File: config.mk
export PLATFORM = sky130hd
export DESIGN_NAME = bitplane_plot_unit
export DESIGN_NICKNAME = d
export VERILOG_FILES = /design/src/rtl/bpp_pkg.sv /design/src/rtl/bpp_ctrl.sv /design/src/rtl/bpp_datapath.sv /design/src/rtl/bitplane_plot_unit.sv
export SDC_FILE = /design/constraint.sdc
export NUM_CORES = 1
export LEC_CHECK = 0
export ABC_AREA = 1
export BUFFER_PORTS_ARGS = -buffer_cell sky130_fd_sc_hd__buf_2
export CAP_MARGIN = 20
export CORE_MARGIN = 10
export CORE_UTILIZATION = 45
export DETAILED_ROUTE_END_ITERATION = 8
export GPL_ROUTABILITY_DRIVEN = 0
export GPL_TIMING_DRIVEN = 0
export PLACE_DENSITY = 0.83
export SETUP_SLACK_MARGIN = 0.02
export SYNTH_ARGS = -nofsm -noshare
export SYNTH_HDL_FRONTEND = slang
export SYNTH_HIERARCHICAL = 1
export SYNTH_SLANG_ARGS = --single-unit
File: constraint.sdc
create_clock -name clk -period 2.1 [get_ports clk]
set_clock_uncertainty 0.15 [all_clocks]
set_input_delay 0.105 -clock clk [delete_from_list [all_inputs] [get_ports clk]]
set_output_delay 0.105 -clock clk [all_outputs]
set_load 0.01 [all_outputs]
File: src/rtl/bpp_pkg.sv
package bpp_pkg;

  typedef enum logic [2:0] {
    ST_IDLE,
    ST_RDA,
    ST_RDB,
    ST_FIN,
    ST_WRA,
    ST_WRB
  } bppState_e;

  // Strobes from the sequencer to the datapath
  typedef struct packed {
    logic latchOp;  // capture operands at acceptance
    logic incX;     // advance the x register
    logic capLo;    // capture plane-0 byte from RAM
    logic capHi;    // capture plane-1 byte from RAM
    logic planeHi;  // address plane 1 instead of plane 0
    logic memRe;
    logic memWe;
    logic pixSet;   // publish read-back color
    logic pixZero;  // publish zero color (row out of range)
  } bppStrobe_t;

endpackage

File: src/rtl/bpp_ctrl.sv
module bpp_ctrl
  import bpp_pkg::*;
(
  input  logic       clk,
  input  logic       rstN,
  input  logic       startPlot,
  input  logic       startRead,
  input  logic       plotSkip,
  input  logic       yOutOfRange,
  output bppStrobe_t strobe,
  output logic       busy
);

  bppState_e state, stateNxt;
  logic      opRead, opReadNxt;

  always_comb begin
    strobe    = '0;
    stateNxt  = state;
    opReadNxt = opRead;
    unique case (state)
      ST_IDLE: begin
        if (startPlot) begin
          // plot has priority over a simultaneous read-back
          if (plotSkip) begin
            strobe.incX = 1'b1;
          end else begin
            strobe.latchOp = 1'b1;
            opReadNxt      = 1'b0;
            stateNxt       = ST_RDA;
          end
        end else if (startRead) begin
          if (yOutOfRange) begin
            strobe.pixZero = 1'b1;
          end else begin
            strobe.latchOp = 1'b1;
            opReadNxt      = 1'b1;
            stateNxt       = ST_RDA;
          end
        end
      end
      ST_RDA: begin
        strobe.memRe = 1'b1;
        stateNxt     = ST_RDB;
      end
      ST_RDB: begin
        strobe.memRe   = 1'b1;
        strobe.planeHi = 1'b1;
        strobe.capLo   = 1'b1;
        stateNxt       = opRead ? ST_FIN : ST_WRA;
      end
      ST_FIN: begin
        strobe.pixSet = 1'b1;
        stateNxt      = ST_IDLE;
      end
      ST_WRA: begin
        strobe.memWe = 1'b1;
        strobe.capHi = 1'b1;
        stateNxt     = ST_WRB;
      end
      ST_WRB: begin
        strobe.memWe   = 1'b1;
        strobe.planeHi = 1'b1;
        strobe.incX    = 1'b1;
        stateNxt       = ST_IDLE;
      end
      default: stateNxt = ST_IDLE;
    endcase
  end

  always_ff @(posedge clk or negedge rstN) begin
    if (!rstN) begin
      state  <= ST_IDLE;
      opRead <= 1'b0;
    end else begin
      state  <= stateNxt;
      opRead <= opReadNxt;
    end
  end

  assign busy = (state != ST_IDLE);

endmodule

File: src/rtl/bpp_datapath.sv
module bpp_datapath
  import bpp_pkg::*;
#(
  parameter int COORD_W    = 8,
  parameter int ADDR_W     = 16,
  parameter int TILE_BYTES = 16
) (
  input  logic               clk,
  input  logic               rstN,
  input  bppStrobe_t         strobe,
  input  logic               xWrEn,
  input  logic [COORD_W-1:0] xWrData,
  input  logic [COORD_W-1:0] yIn,
  input  logic [7:0]         colorReg,
  input  logic [1:0]         plotOpt,
  input  logic [COORD_W-1:0] screenHeight,
  input  logic [7:0]         memRdata,
  output logic [COORD_W-1:0] xReg,
  output logic               plotSkip,
  output logic               yOutOfRange,
  output logic [ADDR_W-1:0]  memAddr,
  output logic [7:0]         memWdata,
  output logic               pixValid,
  output logic [1:0]         pixColor
);

  localparam int TILE_SHIFT = 3;
  localparam int NUM_COLS   = 1 << (COORD_W - TILE_SHIFT);
  localparam int ROW_BYTES  = NUM_COLS * TILE_BYTES;

  // live decision on the operands present at acceptance
  logic       liveDither;
  logic [3:0] liveNibble;
  logic       liveClear;

  assign liveDither  = plotOpt[1] & (xReg[0] ^ yIn[0]);
  assign liveNibble  = liveDither ? colorReg[7:4] : colorReg[3:0];
  assign liveClear   = ~plotOpt[0] & (liveNibble == 4'd0);
  assign yOutOfRange = (yIn >= screenHeight);
  assign plotSkip    = yOutOfRange | liveClear;

  // latched operands
  logic [COORD_W-1:0] opX, opY;
  logic [1:0]         opColor;

  always_ff @(posedge clk or negedge rstN) begin
    if (!rstN) begin
      opX     <= '0;
      opY     <= '0;
      opColor <= '0;
    end else if (strobe.latchOp) begin
      opX     <= xReg;
      opY     <= yIn;
      opColor <= liveNibble[1:0];
    end
  end

  // column offset table, one entry per tile column
  logic [ADDR_W-1:0] colTable [NUM_COLS];
  for (genvar c = 0; c < NUM_COLS; c++) begin : g_col
    assign colTable[c] = ADDR_W'(c * TILE_BYTES);
  end

  logic [ADDR_W-1:0] rowBase, lineOffs, tileAddr;
  logic [7:0]        bitMask;

  assign rowBase  = ADDR_W'(opY[COORD_W-1:TILE_SHIFT]) * ADDR_W'(ROW_BYTES);
  assign lineOffs = ADDR_W'({opY[TILE_SHIFT-1:0], 1'b0});
  assign tileAddr = rowBase + colTable[opX[COORD_W-1:TILE_SHIFT]] + lineOffs;
  assign bitMask  = 8'h80 >> opX[TILE_SHIFT-1:0];
  assign memAddr  = tileAddr + ADDR_W'(strobe.planeHi);

  // plane byte capture and merge
  logic [7:0] loByte, hiByte;

  always_ff @(posedge clk or negedge rstN) begin
    if (!rstN) begin
      loByte <= '0;
      hiByte <= '0;
    end else begin
      if (strobe.capLo) loByte <= memRdata;
      if (strobe.capHi) hiByte <= memRdata;
    end
  end

  function automatic logic [7:0] mergeBit(input logic [7:0] b, input logic [7:0] m,
                                          input logic v);
    return v ? (b | m) : (b & ~m);
  endfunction

  assign memWdata = strobe.planeHi ? mergeBit(hiByte, bitMask, opColor[1])
                                   : mergeBit(loByte, bitMask, opColor[0]);

  // read-back result
  always_ff @(posedge clk or negedge rstN) begin
    if (!rstN) begin
      pixValid <= 1'b0;
      pixColor <= '0;
    end else begin
      pixValid <= strobe.pixSet | strobe.pixZero;
      if (strobe.pixSet)
        pixColor <= {|(memRdata & bitMask), |(loByte & bitMask)};
      else if (strobe.pixZero)
        pixColor <= '0;
    end
  end

  // x register: a load wins over the post-plot increment
  always_ff @(posedge clk or negedge rstN) begin
    if (!rstN)            xReg <= '0;
    else if (xWrEn)       xReg <= xWrData;
    else if (strobe.incX) xReg <= xReg + COORD_W'(1);
  end

endmodule

File: src/rtl/bitplane_plot_unit.sv
module bitplane_plot_unit
  import bpp_pkg::*;
#(
  parameter int ADDR_W = 16
) (
  input  logic              clk,
  input  logic              rstN,
  input  logic              startPlot,
  input  logic              startRead,
  input  logic              xWrEn,
  input  logic [7:0]        xWrData,
  input  logic [7:0]        yIn,
  input  logic [7:0]        colorReg,
  input  logic [1:0]        plotOpt,
  input  logic [7:0]        screenHeight,
  output logic [ADDR_W-1:0] memAddr,
  output logic              memRe,
  output logic              memWe,
  output logic [7:0]        memWdata,
  input  logic [7:0]        memRdata,
  output logic              busy,
  output logic [7:0]        xReg,
  output logic              pixValid,
  output logic [1:0]        pixColor
);

  bppStrobe_t strobe;
  logic       plotSkip, yOutOfRange;

  bpp_ctrl ctrl_i (
    .clk        (clk),
    .rstN       (rstN),
    .startPlot  (startPlot),
    .startRead  (startRead),
    .plotSkip   (plotSkip),
    .yOutOfRange(yOutOfRange),
    .strobe     (strobe),
    .busy       (busy)
  );

  bpp_datapath #(
    .COORD_W   (8),
    .ADDR_W    (ADDR_W),
    .TILE_BYTES(16)
  ) dp_i (
    .clk         (clk),
    .rstN        (rstN),
    .strobe      (strobe),
    .xWrEn       (xWrEn),
    .xWrData     (xWrData),
    .yIn         (yIn),
    .colorReg    (colorReg),
    .plotOpt     (plotOpt),
    .screenHeight(screenHeight),
    .memRdata    (memRdata),
    .xReg        (xReg),
    .plotSkip    (plotSkip),
    .yOutOfRange (yOutOfRange),
    .memAddr     (memAddr),
    .memWdata    (memWdata),
    .pixValid    (pixValid),
    .pixColor    (pixColor)
  );

  assign memRe = strobe.memRe;
  assign memWe = strobe.memWe;

endmodule

==> flow_summary.json <==
{
  "status": "complete, no violations",
  "synth.avg_cell_area_sq_um": 7.91,
  "leakage_nw": 2.13,
  "maxCapViolCount": 0,
  "worstPathMaxFanout": 6,
  "synth_cell_types": 29,
  "crit_path_top_delay_cell": "sky130_fd_sc_hd__dfrtp_2",
  "clock_sink_count": 49,
  "multi_input_comb_area_sq_um": 1520,
  "grt_util_met3_pct": 7.14,
  "final-seq-area_sq_um": 1230,
  "cp.required_ns": 2.15,
  "via_count_of_the_first_global_routing_pass": 3182,
  "floorplan.die_area_sq_um": 10100,
  "hold_viol_final": 0,
  "ys_warn_count": 6,
  "detailed_route_vias_per_instance": 5.28,
  "drtIter0Drc": 145,
  "clockBufferDepth": 2,
  "worst-setup-path-type": "reg -> reg",
  "grt_pass1_wl_microns": 14400,
  "layout_min_cycle_time_ns": 2.04,
  "drt_first_pass_iters": 4,
  "post-layout-total-power_mw": 5.29,
  "filler_cell_count": 514,
  "critical_path.reg2reg.startpoint": "dp_i/xReg[0]",
  "final_core_utilization_pct": 64.6,
  "start_util_pct": 46.0,
  "max_stage_delay_ns": 0.46,
  "cts_inserted_buffers": 5,
  "drive_above_1_share_pct": 36.6,
  "synthesis.instances": 367,
  "power.switching_mw": 2.36,
  "crit_path_start": "dp_i/xReg[0]",
  "report.final.setup_viol": 0,
  "num-nets-final": 558,
  "num_vias": 3060,
  "floorplan.die.width_microns": 100,
  "drt-wirelength-per-cell_microns": 15.3,
  "routed_wl_microns": 8880,
  "grt.busiest_layer": "met2",
  "cts_root_buf": "sky130_fd_sc_hd__clkbuf_8",
  "syn-cell-area_sq_um": 2900,
  "grt_setup_unrepaired": "yes",
  "grt_antenna_before_repair": 0,
  "crit_chain": "inv_2 -> nand2_4 -> nand3_4 -> nand2_2 -> a21oi_2 -> nand2_1 -> nand2_2 -> nand2_4 -> o21ai_4 -> or2_4 -> inv_4 -> a22oi_2 -> o21ai_2",
  "pin_count_of_the_biggest_net_entering_global_routing": 50,
  "groute.usage.overall_pct": 17.1,
  "floorplan.core_area_sq_um": 6310,
  "period_share_pct": 97.3,
  "clkLatencyLatePin_ns": 0.31,
  "numPortBuffers": 81,
  "fin_worst_hold_slack_ns": 0.0143,
  "slew_viol_final": 0,
  "tritoncts": "built",
  "min-delay-path-class": "in -> reg",
  "maxClockFrequency_ghz": 0.489,
  "worst_vdd_ir_mv": 0.779,
  "worst_setup_path_start_kind": "flop",
  "synth-seq-area-share_pct": 42.2,
  "drc_errors": 0,
  "grt.overflow.total": 0,
  "postLayoutCellArea_sq_um": 4080,
  "comb_power_share_pct": 57.3,
  "dpl.hpwl_microns": 6020,
  "holdCritStartpoint": "colorReg[5]",
  "global_route.usage.met2_pct": 28.4,
  "end_kind": "flop",
  "row_count": 29,
  "clock_tree.htree_level_count": 2,
  "detailed_place.area_sq_um": 3410,
  "seq_power_share_pct": 31.8,
  "power.share.clock_pct": 10.9,
  "ant_nets": 0,
  "inserted_diodes": 0,
  "dieHeight_microns": 100,
  "area_delta_synth_final_pct": 40.5,
  "power_per_cell_area_nw_per_um2": 1300,
  "power.share.switching_pct": 44.6,
  "cts.reportedPaths.clkPinSlew_ns": 0.10,
  "postSynthRegisterBits": 49,
  "worstPathArrival_ns": 2.10,
  "grt_use_met1_pct": 19.8,
  "internal_power_mw": 2.93,
  "io-pin-count": 85
}
## cell type report
| cell class | instances | area share, % |
|---|---|---|
| flip-flops and latches | 49 | 30.1 |
| plain buffers | 19 | 3.87 |
| repair buffers | 127 | 20.5 |
| well taps | 77 | 2.36 |
| multi-input cells | 261 | 37.3 |
| clock inverters | 3 | 0.430 |
| inverters | 39 | 3.71 |
| clock buffers | 5 | 1.69 |
## sequential cells by signal, indices dropped and copies added (netlist names)
signal and count:
ctrl_i/state 3, dp_i/pixColor 2, dp_i/xReg 8, dp_i/opY 8
dp_i/opX 8, dp_i/opColor 2, ctrl_i/opRead 1, dp_i/pixValid 1
dp_i/hiByte 8, dp_i/loByte 8
## per-layer routing
metal	share of wire, %	vias to the layer above
li1	-	1477
met1	40	1442
met2	49	121
met3	9.5	20
met4	1.9	0
met5	0	-
## synth_stat cells
cell type	instances	area share, %
sky130_fd_sc_hd__o211ai_1	2	0.52
sky130_fd_sc_hd__or2_2	1	0.22
sky130_fd_sc_hd__nand2_1	98	13
sky130_fd_sc_hd__xor2_1	4	1.2
sky130_fd_sc_hd__nand3_2	3	1.0
sky130_fd_sc_hd__nor2_2	4	0.86
sky130_fd_sc_hd__a22oi_1	5	1.3
sky130_fd_sc_hd__dfrtp_1	49	42
sky130_fd_sc_hd__mux2_2	16	6.2
sky130_fd_sc_hd__o21ai_1	13	2.2
sky130_fd_sc_hd__buf_4	12	3.1
sky130_fd_sc_hd__conb_1	1	0.13
sky130_fd_sc_hd__o22ai_1	1	0.22
sky130_fd_sc_hd__a21o_1	1	0.26
sky130_fd_sc_hd__nand2_2	1	0.22
sky130_fd_sc_hd__nor2_1	23	3.0
sky130_fd_sc_hd__nor3_2	2	0.69
sky130_fd_sc_hd__o21bai_1	1	0.26
sky130_fd_sc_hd__ha_1	9	3.9
sky130_fd_sc_hd__inv_2	6	0.78
sky130_fd_sc_hd__buf_2	5	0.86
sky130_fd_sc_hd__inv_1	33	4.3
sky130_fd_sc_hd__nand4_1	13	2.8
sky130_fd_sc_hd__nand3_1	22	3.8
sky130_fd_sc_hd__clkbuf_1	2	0.26
sky130_fd_sc_hd__a21oi_1	20	3.4
sky130_fd_sc_hd__nor3_1	3	0.52
sky130_fd_sc_hd__o21ai_0	16	2.8
sky130_fd_sc_hd__o21ai_2	1	0.30
## worst max-delay path: cells and delay by family (launching register included)
family | cells | cell delay, ns
buf+inv | 2 | 0.16
simple gates | 7 | 0.59
flops | 1 | 0.46
compound gates | 4 | 0.55
## cells in the final DEF, fill, tap and decap left out, types with 2 or more instances in the layout
cell and instances:
sky130_fd_sc_hd__inv_1 27, sky130_fd_sc_hd__buf_2 85, sky130_fd_sc_hd__inv_4 2, sky130_fd_sc_hd__clkinv_2 2, sky130_fd_sc_hd__a22oi_1 2, sky130_fd_sc_hd__nand3_2 4, sky130_fd_sc_hd__a22oi_2 3, sky130_fd_sc_hd__nor3_2 2
sky130_fd_sc_hd__conb_1 2, sky130_fd_sc_hd__clkbuf_8 6, sky130_fd_sc_hd__nand3_4 2, sky130_fd_sc_hd__o21ai_0 13, sky130_fd_sc_hd__ha_1 9, sky130_fd_sc_hd__buf_8 2, sky130_fd_sc_hd__nor2_1 22, sky130_fd_sc_hd__xor2_1 4
sky130_fd_sc_hd__inv_2 10, sky130_fd_sc_hd__dfrtp_1 48, sky130_fd_sc_hd__a21oi_1 18, sky130_fd_sc_hd__nand3_1 19, sky130_fd_sc_hd__nor3_1 3, sky130_fd_sc_hd__nand2_1 90, sky130_fd_sc_hd__dlygate4sd3_1 29, sky130_fd_sc_hd__nor2_2 4
sky130_fd_sc_hd__nand2_4 2, sky130_fd_sc_hd__o211ai_1 2, sky130_fd_sc_hd__mux2_2 16, sky130_fd_sc_hd__nand4_1 13, sky130_fd_sc_hd__buf_4 27, sky130_fd_sc_hd__o21ai_1 15, sky130_fd_sc_hd__nand2_2 7
## logic make-up (layout without fill, tap and decap cells)
group | count (synthesis) | count (layout) | synth area share (%)
compound gates | 60 | 60 | 11.3
xor+xnor | 4 | 4 | 1.21
fa+ha+maj | 9 | 9 | 3.88
buf+inv | 58 | 193 | 9.27
flops | 49 | 49 | 42.2
mux | 16 | 16 | 6.21
other cells | 1 | 2 | 0.129
simple gates | 170 | 170 | 25.8
## what timing repair did
action,in CTS,in global routing
setup buffers,7,9
cloned,0,0
pin swaps,1,12
hold endpoints to repair,84,0
gates resized for setup,16,31
setup endpoints to repair,33,34
hold buffers,29,0
## worst paths after layout
kind                            depth (start not counted)  slack, ns               to
worst min-delay path                                    5       0.01  dp_i/opColor[1]
worst min register to register                          2       0.33      dp_i/opY[6]
worst max-delay path                                   13       0.06     dp_i/xReg[4]
worst max register to register                         13       0.06     dp_i/xReg[4]
min in group asynchronous                               2       0.03   dp_i/hiByte[0]
max in group asynchronous                               3       1.27     dp_i/xReg[0]
## metrics by stage
step	setup WS (ns)	TNS, ns	std cells
global placement	-0.312	-3.95	526
floorplan	0.0497	0	368
global route	-0.0327	-0.0769	580
detailed placement	-0.370	-5.67	526
finish	0.0561	0	580
CTS	0.00426	0	570
## power groups by stage
stage,clock (mW),combinational [mW],sequential [mW]
after floorplan,0,1.71,1.68
after global placement,0,2.52,1.66
after detailed placement,0,2.60,1.69
after CTS,0.578,2.78,1.67
after global routing,0.623,3.38,1.73
final,0.575,3.03,1.68
(Power assumes the default switching activity.)
